==> src/rtl/fe_seq_pkg.sv <==
package fe_seq_pkg;

    typedef enum logic [1:0] {
        PH_IDLE    = 2'd0,
        PH_SYNC    = 2'd1,
        PH_TRACK   = 2'd2,
        PH_PAYLOAD = 2'd3
    } phase_e;

    typedef struct packed {
        logic dec;
        logic sfd;
        logic acq;
    } eng_t;

    // Engine selection follows the phase alone.
    function automatic eng_t engines_for(phase_e ph);
        eng_t e;
        e = '0;
        case (ph)
            PH_SYNC:    e.acq = 1'b1;
            PH_TRACK:   e.sfd = 1'b1;
            PH_PAYLOAD: e.dec = 1'b1;
            default:    e = '0;
        endcase
        return e;
    endfunction

    function automatic logic is_gated(phase_e ph);
        return (ph == PH_TRACK) || (ph == PH_PAYLOAD);
    endfunction

endpackage

==> src/rtl/fe_seq_fsm.sv <==
module fe_seq_fsm
    import fe_seq_pkg::*;
(
    input  logic   clk,
    input  logic   rst,
    input  logic   start,
    input  logic   acq_valid,
    input  logic   sfd_hit,
    input  logic   pay_done,
    input  logic   timeout_hit,
    output phase_e phase,
    output logic   ld_acq,
    output logic   ld_sfd
);

    phase_e nxt;

    assign ld_acq = (phase == PH_SYNC)  && acq_valid;
    assign ld_sfd = (phase == PH_TRACK) && sfd_hit;

    always_comb begin
        nxt = phase;
        case (phase)
            PH_IDLE:    if (start) nxt = PH_SYNC;
            PH_SYNC:    if (acq_valid) nxt = PH_TRACK;
            PH_TRACK: begin
                if (sfd_hit)          nxt = PH_PAYLOAD;
                else if (timeout_hit) nxt = PH_SYNC;
            end
            PH_PAYLOAD: if (pay_done) nxt = PH_IDLE;
            default:    nxt = PH_IDLE;
        endcase
    end

    always_ff @(posedge clk) begin
        if (rst) phase <= PH_IDLE;
        else     phase <= nxt;
    end

endmodule

==> src/rtl/fe_seq_slot_timer.sv <==
module fe_seq_slot_timer #(
    parameter int CNT_W = 12
) (
    input  logic             clk,
    input  logic             rst,
    input  logic             run,
    input  logic             load,
    input  logic [CNT_W-1:0] guard,
    input  logic [CNT_W-1:0] delay,
    input  logic [CNT_W-1:0] per,
    output logic [CNT_W-1:0] slot,
    output logic             wrap
);

    localparam int EXT_W = CNT_W + 1;

    logic [EXT_W-1:0] g_plus;
    logic [EXT_W-1:0] preset_ext;
    logic [CNT_W-1:0] last_slot;

    // The expected position falls on slot == guard, reached 'delay' cycles
    // after the load cycle; the first counted cycle is one after the load.
    assign g_plus    = EXT_W'(guard) + EXT_W'(1);
    assign last_slot = per - CNT_W'(1);

    always_comb begin
        if (g_plus >= EXT_W'(delay))
            preset_ext = g_plus - EXT_W'(delay);
        else
            preset_ext = g_plus + EXT_W'(per) - EXT_W'(delay);
    end

    assign wrap = run && !load && (slot == last_slot);

    always_ff @(posedge clk) begin
        if (rst)
            slot <= '0;
        else if (load)
            slot <= preset_ext[CNT_W-1:0];
        else if (run)
            slot <= (slot == last_slot) ? '0 : slot + CNT_W'(1);
        else
            slot <= '0;
    end

endmodule

==> src/rtl/fe_seq_sfd_timeout.sv <==
module fe_seq_sfd_timeout #(
    parameter int TMO_W = 8
) (
    input  logic             clk,
    input  logic             rst,
    input  logic             active,
    input  logic             wrap,
    input  logic [TMO_W-1:0] limit,
    output logic             expired
);

    localparam int EXT_W = TMO_W + 1;

    logic [TMO_W-1:0] sym_cnt;
    logic [EXT_W-1:0] sym_next;

    assign sym_next = EXT_W'(sym_cnt) + EXT_W'(1);
    assign expired  = active && wrap && (sym_next >= EXT_W'(limit));

    always_ff @(posedge clk) begin
        if (rst || !active)
            sym_cnt <= '0;
        else if (wrap && !sym_next[TMO_W])
            sym_cnt <= sym_next[TMO_W-1:0];
    end

endmodule

==> src/rtl/fe_phase_seq.sv <==
module fe_phase_seq
    import fe_seq_pkg::*;
#(
    parameter int CNT_W = 12,
    parameter int TMO_W = 8
) (
    input  logic             clk,
    input  logic             rst,
    input  logic             start,
    input  logic             acq_valid,
    input  logic             sfd_hit,
    input  logic             pay_done,
    input  logic [CNT_W-1:0] pos_delay,
    input  logic [CNT_W-1:0] cfg_pulse_per,
    input  logic [CNT_W-1:0] cfg_burst_per,
    input  logic [CNT_W-1:0] cfg_guard,
    input  logic [CNT_W-1:0] cfg_win,
    input  logic [TMO_W-1:0] cfg_timeout,
    output logic             fe_en,
    output logic [1:0]       phase,
    output logic             eng_acq_en,
    output logic             eng_sfd_en,
    output logic             eng_dec_en
);

    phase_e           cur_ph;
    logic             ld_acq, ld_sfd, load;
    logic             run, wrap, timeout_hit;
    logic [CNT_W-1:0] slot, per_sel;
    eng_t             eng;

    fe_seq_fsm u_fsm (
        .clk        (clk),
        .rst        (rst),
        .start      (start),
        .acq_valid  (acq_valid),
        .sfd_hit    (sfd_hit),
        .pay_done   (pay_done),
        .timeout_hit(timeout_hit),
        .phase      (cur_ph),
        .ld_acq     (ld_acq),
        .ld_sfd     (ld_sfd)
    );

    assign load    = ld_acq || ld_sfd;
    assign run     = is_gated(cur_ph);
    assign per_sel = (ld_sfd || (cur_ph == PH_PAYLOAD)) ? cfg_burst_per : cfg_pulse_per;

    fe_seq_slot_timer #(.CNT_W(CNT_W)) u_timer (
        .clk  (clk),
        .rst  (rst),
        .run  (run),
        .load (load),
        .guard(cfg_guard),
        .delay(pos_delay),
        .per  (per_sel),
        .slot (slot),
        .wrap (wrap)
    );

    fe_seq_sfd_timeout #(.TMO_W(TMO_W)) u_tmo (
        .clk    (clk),
        .rst    (rst),
        .active (cur_ph == PH_TRACK),
        .wrap   (wrap),
        .limit  (cfg_timeout),
        .expired(timeout_hit)
    );

    assign eng        = engines_for(cur_ph);
    assign eng_acq_en = eng.acq;
    assign eng_sfd_en = eng.sfd;
    assign eng_dec_en = eng.dec;
    assign phase      = cur_ph;
    assign fe_en      = (cur_ph == PH_SYNC) || (run && (slot < cfg_win));

endmodule

==> config.mk <==
export PLATFORM = sky130hd
export DESIGN_NAME = fe_phase_seq
export DESIGN_NICKNAME = d
export VERILOG_FILES = /design/src/rtl/fe_seq_pkg.sv /design/src/rtl/fe_seq_fsm.sv /design/src/rtl/fe_seq_slot_timer.sv /design/src/rtl/fe_seq_sfd_timeout.sv /design/src/rtl/fe_phase_seq.sv
export SDC_FILE = /design/constraint.sdc
export NUM_CORES = 1
export LEC_CHECK = 0
export ABC_AREA = 1
export BUFFER_PORTS_ARGS = -buffer_cell sky130_fd_sc_hd__buf_2
export CORE_AREA = 3 3 122 124
export CTS_BUF_LIST = sky130_fd_sc_hd__clkbuf_16
export CTS_CLUSTER_SIZE = 10
export DETAILED_ROUTE_END_ITERATION = 10
export DIE_AREA = 0 0 125 127
export SYNTH_ARGS = -nofsm -noshare
export SYNTH_HDL_FRONTEND = slang
export SYNTH_SLANG_ARGS = --single-unit
export TNS_END_PERCENT = 30
==> constraint.sdc <==
create_clock -name clk -period 5 [get_ports clk]
set_input_delay 1 -clock clk [delete_from_list [all_inputs] [get_ports clk]]
set_output_delay 1 -clock clk [all_outputs]
set_load 0.02 [all_outputs]
After elaboration in Yosys (flattened, before gate mapping)
Index checks and enable logic that the tools add are counted.
{"block": "word_totals", "reg_bits": 22, "latchBits": 0, "ram_bits": 0, "mem_bits_ro": 0, "input_bits": 74, "elab_cells": 53, "mem_count": 0}
{"block": "op_classes", "add_sub_neg": 7, "multipliers": 0, "div_mod_pow": 0, "n_lt_le_gt_ge": 3, "n_eq_ne": 8, "n_shift": 0, "muxes": 14, "bitwise_logic": 0, "reduce_logical": 18}
{"operator": "two-way mux 12 bit", "count": 5}
{"operator": "subtractor 12 bit", "count": 2}
{"operator": "adder 12 x 1 -> 13 bit (second input constant)", "count": 1}
{"operator": "greater-or-equal comparator 13 x 12 -> 1 bit", "count": 1}
{"operator": "adder 12 x 1 -> 12 bit (second input constant)", "count": 1}
{"operator": "adder 12 bit", "count": 1}
{"operator": "== test 12 bit", "count": 1}
{"operator": "less-than comparator 12 bit", "count": 1}
{"operator": "subtractor 12 x 1 -> 12 bit (second input constant)", "count": 1}
{"operator": "two-way mux 2 bit", "count": 5}
{"operator": "adder 8 x 1 -> 9 bit (second input constant)", "count": 1}
{"operator": "greater-or-equal comparator 9 x 8 -> 1 bit", "count": 1}
{"operator": "logical AND 1 bit", "count": 8}
{"operator": "case mux 2 bit (4 select lines)", "count": 1}
{"operator": "inequality test 2 bit (second input constant)", "count": 3}
{"operator": "logical OR 1 bit", "count": 5}
{"operator": "== test 2 bit (second input constant)", "count": 2}
{"operator": "AND reduction 4 bit", "count": 1}
{"operator": "zero test 1 bit", "count": 3}
{"operator": "two-way mux 1 bit", "count": 3}
{"operator": "inequality test 3 bit (second input constant)", "count": 1}
{"operator": "== test 2 x 1 -> 1 bit (second input constant)", "count": 1}
{"operator": "zero test 2 bit", "count": 1}

Longest topological paths before layout
{"block": "logic_depth", "word_depth": 12, "depth_mapped": 23, "mapped_depth_nobuf": 20}

Modules after synthesis
From an unflattened synthesis, not the netlist that was laid out.
{"block": "unflattened", "cells_unflattened": 788, "area_unflattened_um2": 4698.3}
{"mod": "fe_seq_slot_timer", "instances": 1, "cells_each": 580, "area_per_inst_um2": 3309.4, "seq_area_each_um2": 240.2}
{"mod": "fe_seq_sfd_timeout", "instances": 1, "cells_each": 99, "area_per_inst_um2": 676.9, "seq_area_each_um2": 160.2}
{"mod": "fe_phase_seq", "instances": 1, "cells_each": 84, "area_per_inst_um2": 571.8, "seq_area_each_um2": 0.0}
{"mod": "fe_seq_fsm", "instances": 1, "cells_each": 25, "area_per_inst_um2": 140.1, "seq_area_each_um2": 40.0}

Worst setup path before layout
OpenSTA, ideal clock, no wires.
{"block": "synth_path", "kind": "input to register", "from": "input cfg_guard[0]", "to": "register u_timer.slot[11]", "t_arrival_ps": 3652, "t_required_ps": 4868, "path_slack_ps": 1216, "cell_stages": 20, "path_buffers": 0, "cell_sequence": "ha_1 > nand2_1 > nor2_1 > nand3_1 > nor2_1 > xor2_1 > inv_1 > fa_1 > inv_1 > ha_1 > nand2_1 > nor3_1 > nand3_1 > nand3_1 > nand2_1 > nand2_1 > a21oi_1 > xor2_1 > o211ai_1 > a21oi_1"}
{"block": "synth_between", "elab_chain_len": 5, "word_cells_on_any_way": 7, "classes_between": "4 x add/sub; 1 x order compare; 2 x mux"}
{"element": "from (decl)", "line_no": "fe_phase_seq.sv:16", "source": "input logic [CNT_W-1:0] cfg_guard,"}
{"element": "adder 12 x 1 -> 13 bit *", "line_no": "fe_seq_slot_timer.sv:23", "source": "assign g_plus = EXT_W'(guard) + EXT_W'(1);"}
{"element": "adder 12 bit", "line_no": "fe_seq_slot_timer.sv:30", "source": "preset_ext = g_plus + EXT_W'(per) - EXT_W'(delay);"}
{"element": "subtractor 12 bit", "line_no": "fe_seq_slot_timer.sv:30"}
{"element": "two-way mux 12 bit *", "line_no": "fe_seq_slot_timer.sv:27", "source": "if (g_plus >= EXT_W'(delay))"}
{"element": "two-way mux 12 bit *", "line_no": "fe_seq_slot_timer.sv:38", "source": "else if (load)"}
{"element": "to (signal assigned)", "line_no": "fe_seq_slot_timer.sv:39", "source": "slot <= preset_ext[CNT_W-1:0];"}
{"element": "to (signal assigned)", "line_no": "fe_seq_slot_timer.sv:41", "source": "slot <= (slot == last_slot) ? '0 : slot + CNT_W'(1);"}
{"element": "to (decl)", "line_no": "fe_seq_slot_timer.sv:11", "source": "output logic [CNT_W-1:0] slot,"}
Every way passes the cells marked *; elsewhere a longest branch is shown, timed or not.
A chain may end at the register's enable or synchronous reset.

Worst setup path in the final report
{"block": "layout_path", "from": "input cfg_guard[0]", "to": "register u_timer.slot[3]"}
Same word-level chain as after synthesis.

==> key figures <==
Logic synthesis
  • Number of synthesized register bits: 22
  • Post-synth cell types: 40
  • Post-synthesis cell count: 678
  • Synthesized area per cell: 6.13 sq um
  • Syn nets: 810
  • Mapped cell area: 4160 sq um
  • Sequential element share of the synthesized area: 0.106
  • YS warnings: 0

Timing
  • Setup TNS: 0 ns
  • Final setup vio count: 0
  • RSZ-0062 raised after global routing: no
  • FMAX: between 200 and 250 MHz
  • Final Hold Fails: 0
  • Tightest Pin Transition: 0.674 ns
  • Fin crit period: 4.02 ns
  • Final Skew: 0.00811 ns
  • Slew headroom: 0.548
  • Fin. max-slew vios: 0
  • Final worst path period share: 0.805

Placed design
  • PortBufs: 79
  • Placed cell count: 929
  • Final GP Congestion: 0.913
  • HPWL Detailed: 10100 microns

Final layout
  • Post-layout net count: a little under 900
  • Finished Layout Cells: 932
  • Share of cells above drive strength 1: 0.146
  • Area delta synth->final: 15.4%
  • ANT cells: 0
  • Filler Cells Inserted: 1603

Power
  • Max VDD drop: 0.000104 V
  • Pleak: 2.63 nW
  • Power per standard cell area: 215 nW/um^2

CTS
  • Clk_lat worst skew: 0.26 ns
  • CTS max path bufs: 2
  • Clk slew on worst S/H paths: 0.06 ns
  • CTS tree: built
  • CTS sink cnt: 22
  • CTS buffer count: 3
  • Clk root buf: clkbuf_16
  • Post-CTS resize count: 0
  • Post-CTS setup buffer count: 0
  • # H-tree levels: 1
  • Hold_buf cts: 0

Global route
  • Total track usage: 0.142
  • GRT overflow: 0
  • First-pass GRT wire length: ~19000 microns
  • Vias in the first global route: 4124
  • Antenna violations before repair: 0
  • Largest net degree at the start of global routing: 30

Drt
  • DR iter-0 viols: 157
  • Final WL: 11400 microns
  • Vias per cell: 4.56
  • TritonRoute pass-1 iters: 4
  • DRC viols: 0
  • Routed Antenna Nets: 0
  • DR WL/cell: 12.2 microns
  • Total vias in the final route: 4246

Outcome
  • Status: completed

Worst setup path
  • RR Endpoint: u_timer.slot[7]
  • Crit path launch: cfg_guard[0]
  • Worst reg2reg setup slack: 1.49 ns
  • Worst r2r src: u_fsm.phase[0]
  • CP Launch Type: input pin
  • Crit Path Max Fanout: 13
  • Reg2reg path depth: 18
  • WP data required: 5.18 ns
  • Crit Path Class: input pin to register
  • Crit. End Element: register
  • CP arrival: roughly 4.2 ns
  • Setup crit end: u_timer.slot[3]

Die
  • Die height: 127 microns
  • Die width: 125 microns
  • Core ar.: approximately 14000 sq um
  • # rows: 43
  • Die Area: roughly 16000 sq um
  • Starting Density: 0.299
  • I/O Pins: 80

Worst hold path
  • Hold crit path type: register to register
  • Hold path cells: 2

Run
  • Max Cap Viol: 0
==> sequential cells by signal, summed over array words and instances (netlist names) <==
register,cells
u_fsm.phase,2
u_timer.slot,12
u_tmo.sym_cnt,8
==> report_power, final <==
group	internal, mW	switching [mW]
Clock	0.106	0.0626
Sequential	0.190	0.0245
Combinational	0.248	0.399
==> layout make-up <==
cell class	count	area [sq um]	area share
clock buffers	3	75.1	0.0157
flip-flops and latches	22	440	0.0919
inverters	138	519	0.108
repair buffers	82	418	0.0872
multi-input cells	507	3120	0.650
well taps	180	225	0.0470
==> cell usage after synthesis <==
| cell | n | share of area |
|---|---|---|
| o21ai_0 | 17 | 0.020 |
| a211o_1 | 1 | 0.0021 |
| nor4_1 | 3 | 0.0045 |
| o221ai_1 | 1 | 0.0021 |
| clkinv_2 | 1 | 0.0012 |
| o21a_1 | 3 | 0.0054 |
| a211oi_1 | 1 | 0.0018 |
| buf_4 | 2 | 0.0036 |
| a31oi_1 | 5 | 0.0075 |
| ha_1 | 46 | 0.14 |
| nor2_1 | 48 | 0.043 |
| o2111ai_1 | 3 | 0.0063 |
| a21boi_0 | 1 | 0.0018 |
| nand4_1 | 14 | 0.021 |
| o21ai_1 | 6 | 0.0072 |
| inv_1 | 135 | 0.12 |
| o21bai_1 | 3 | 0.0054 |
| o21ai_2 | 8 | 0.017 |
| xnor2_1 | 4 | 0.0084 |
| buf_6 | 4 | 0.011 |
| nand2_2 | 3 | 0.0045 |
| a21oi_1 | 42 | 0.051 |
| nand3_2 | 1 | 0.0024 |
| a21o_1 | 5 | 0.0090 |
| fa_1 | 12 | 0.058 |
| inv_2 | 2 | 0.0018 |
| nand2_1 | 171 | 0.15 |
| o31ai_1 | 1 | 0.0018 |
| nand3b_1 | 3 | 0.0054 |
| or2_2 | 5 | 0.0075 |
| clkbuf_1 | 4 | 0.0036 |
| nand3_1 | 43 | 0.052 |
| nor3_1 | 6 | 0.0072 |
| o311ai_0 | 1 | 0.0021 |
| buf_2 | 1 | 0.0012 |
| nor2_2 | 4 | 0.0060 |
| nand3_4 | 1 | 0.0042 |
| o211ai_1 | 9 | 0.016 |
| dfxtp_1 | 22 | 0.11 |
| xor2_1 | 36 | 0.076 |
==> routing by layer <==
layer / track usage / wire [microns] / up-vias
met5: 0 / 0 / -
met4: 0.0395 / 231 / 0
met3: 0.0117 / 345 / 12
li1: - / - / 2320
met1: 0.180 / 5420 / 1832
met2: 0.257 / 5400 / 82
==> placed cells by master, fill, tap and decap left out, types with 2 or more instances in the layout <==
| cell type | n |
|---|---|
| or2_2 | 5 |
| nor2_2 | 4 |
| o2111ai_1 | 3 |
| xor2_1 | 36 |
| nand3b_1 | 3 |
| nand2_2 | 3 |
| inv_2 | 2 |
| nor4_1 | 3 |
| fa_1 | 12 |
| nand4_1 | 14 |
| ha_1 | 46 |
| buf_4 | 3 |
| a21o_1 | 5 |
| buf_2 | 79 |
| xnor2_1 | 4 |
| nand3_1 | 43 |
| o21bai_1 | 3 |
| o21ai_1 | 6 |
| o21ai_2 | 8 |
| inv_1 | 135 |
| a21oi_1 | 42 |
| clkbuf_16 | 3 |
| a31oi_1 | 5 |
| nor2_1 | 48 |
| o211ai_1 | 9 |
| nor3_1 | 6 |
| dfxtp_1 | 22 |
| nand2_1 | 171 |
| o21ai_0 | 17 |
| o21a_1 | 3 |
==> how the worst min path moves through the flow <==
stage                                 from                to  slack (ns)
after CTS                 u_tmo.sym_cnt[6]  u_tmo.sym_cnt[6]        0.52
after global placement    u_tmo.sym_cnt[6]  u_tmo.sym_cnt[6]        0.51
after global routing      u_tmo.sym_cnt[6]  u_tmo.sym_cnt[6]        0.55
final                     u_tmo.sym_cnt[6]  u_tmo.sym_cnt[6]        0.52
after detailed placement  u_tmo.sym_cnt[6]  u_tmo.sym_cnt[6]        0.51
after floorplan           u_tmo.sym_cnt[0]  u_tmo.sym_cnt[0]        0.47
==> metrics by stage <==
| stage | hold WS (ns) | power [mW] | instance area (sq um) | util | worst slack, ns |
|---|---|---|---|---|---|
| CTS | 0.519 | 1.04 | 4790 | 0.345 | 0.929 |
| detailed placement | 0.508 | 0.865 | 4720 | 0.340 | 0.678 |
| global placement | 0.505 | 0.864 | 4720 | 0.340 | 0.773 |
| global route | 0.552 | 1.14 | 4790 | 0.345 | 0.618 |
| floorplan | 0.471 | 0.698 | 4160 | - | 1.22 |
| finish | 0.518 | 1.03 | 4790 | 0.345 | 0.975 |
==> logic make-up after synthesis <==
kind of cell | Yosys count | synth area share
flip-flops | 22 | 0.106
adder cells (fa/ha/maj) | 58 | 0.196
buffers and inverters | 149 | 0.144
XOR/XNOR | 40 | 0.0843
AO/OA/AOI/OAI | 107 | 0.157
AND/OR/NAND/NOR | 302 | 0.312
==> critical path, stage by stage <==
cell       delay, ns
buf_2           0.11
ha_1            0.17
nand2_1         0.06
nor2_1          0.14
nand3_1         0.16
nor4_1          0.34
xor2_1          0.28
ha_1            0.32
nand4_1         0.13
nor3_1          0.05
nand2_1         0.05
o2111ai_1       0.16
nand2_1         0.09
nand3_1         0.35
inv_1           0.39
nor2_1          0.07
nor2_1          0.08
o21ai_0         0.09
a21oi_1         0.15
No activity file was read; power rests on OpenSTA's default activity.
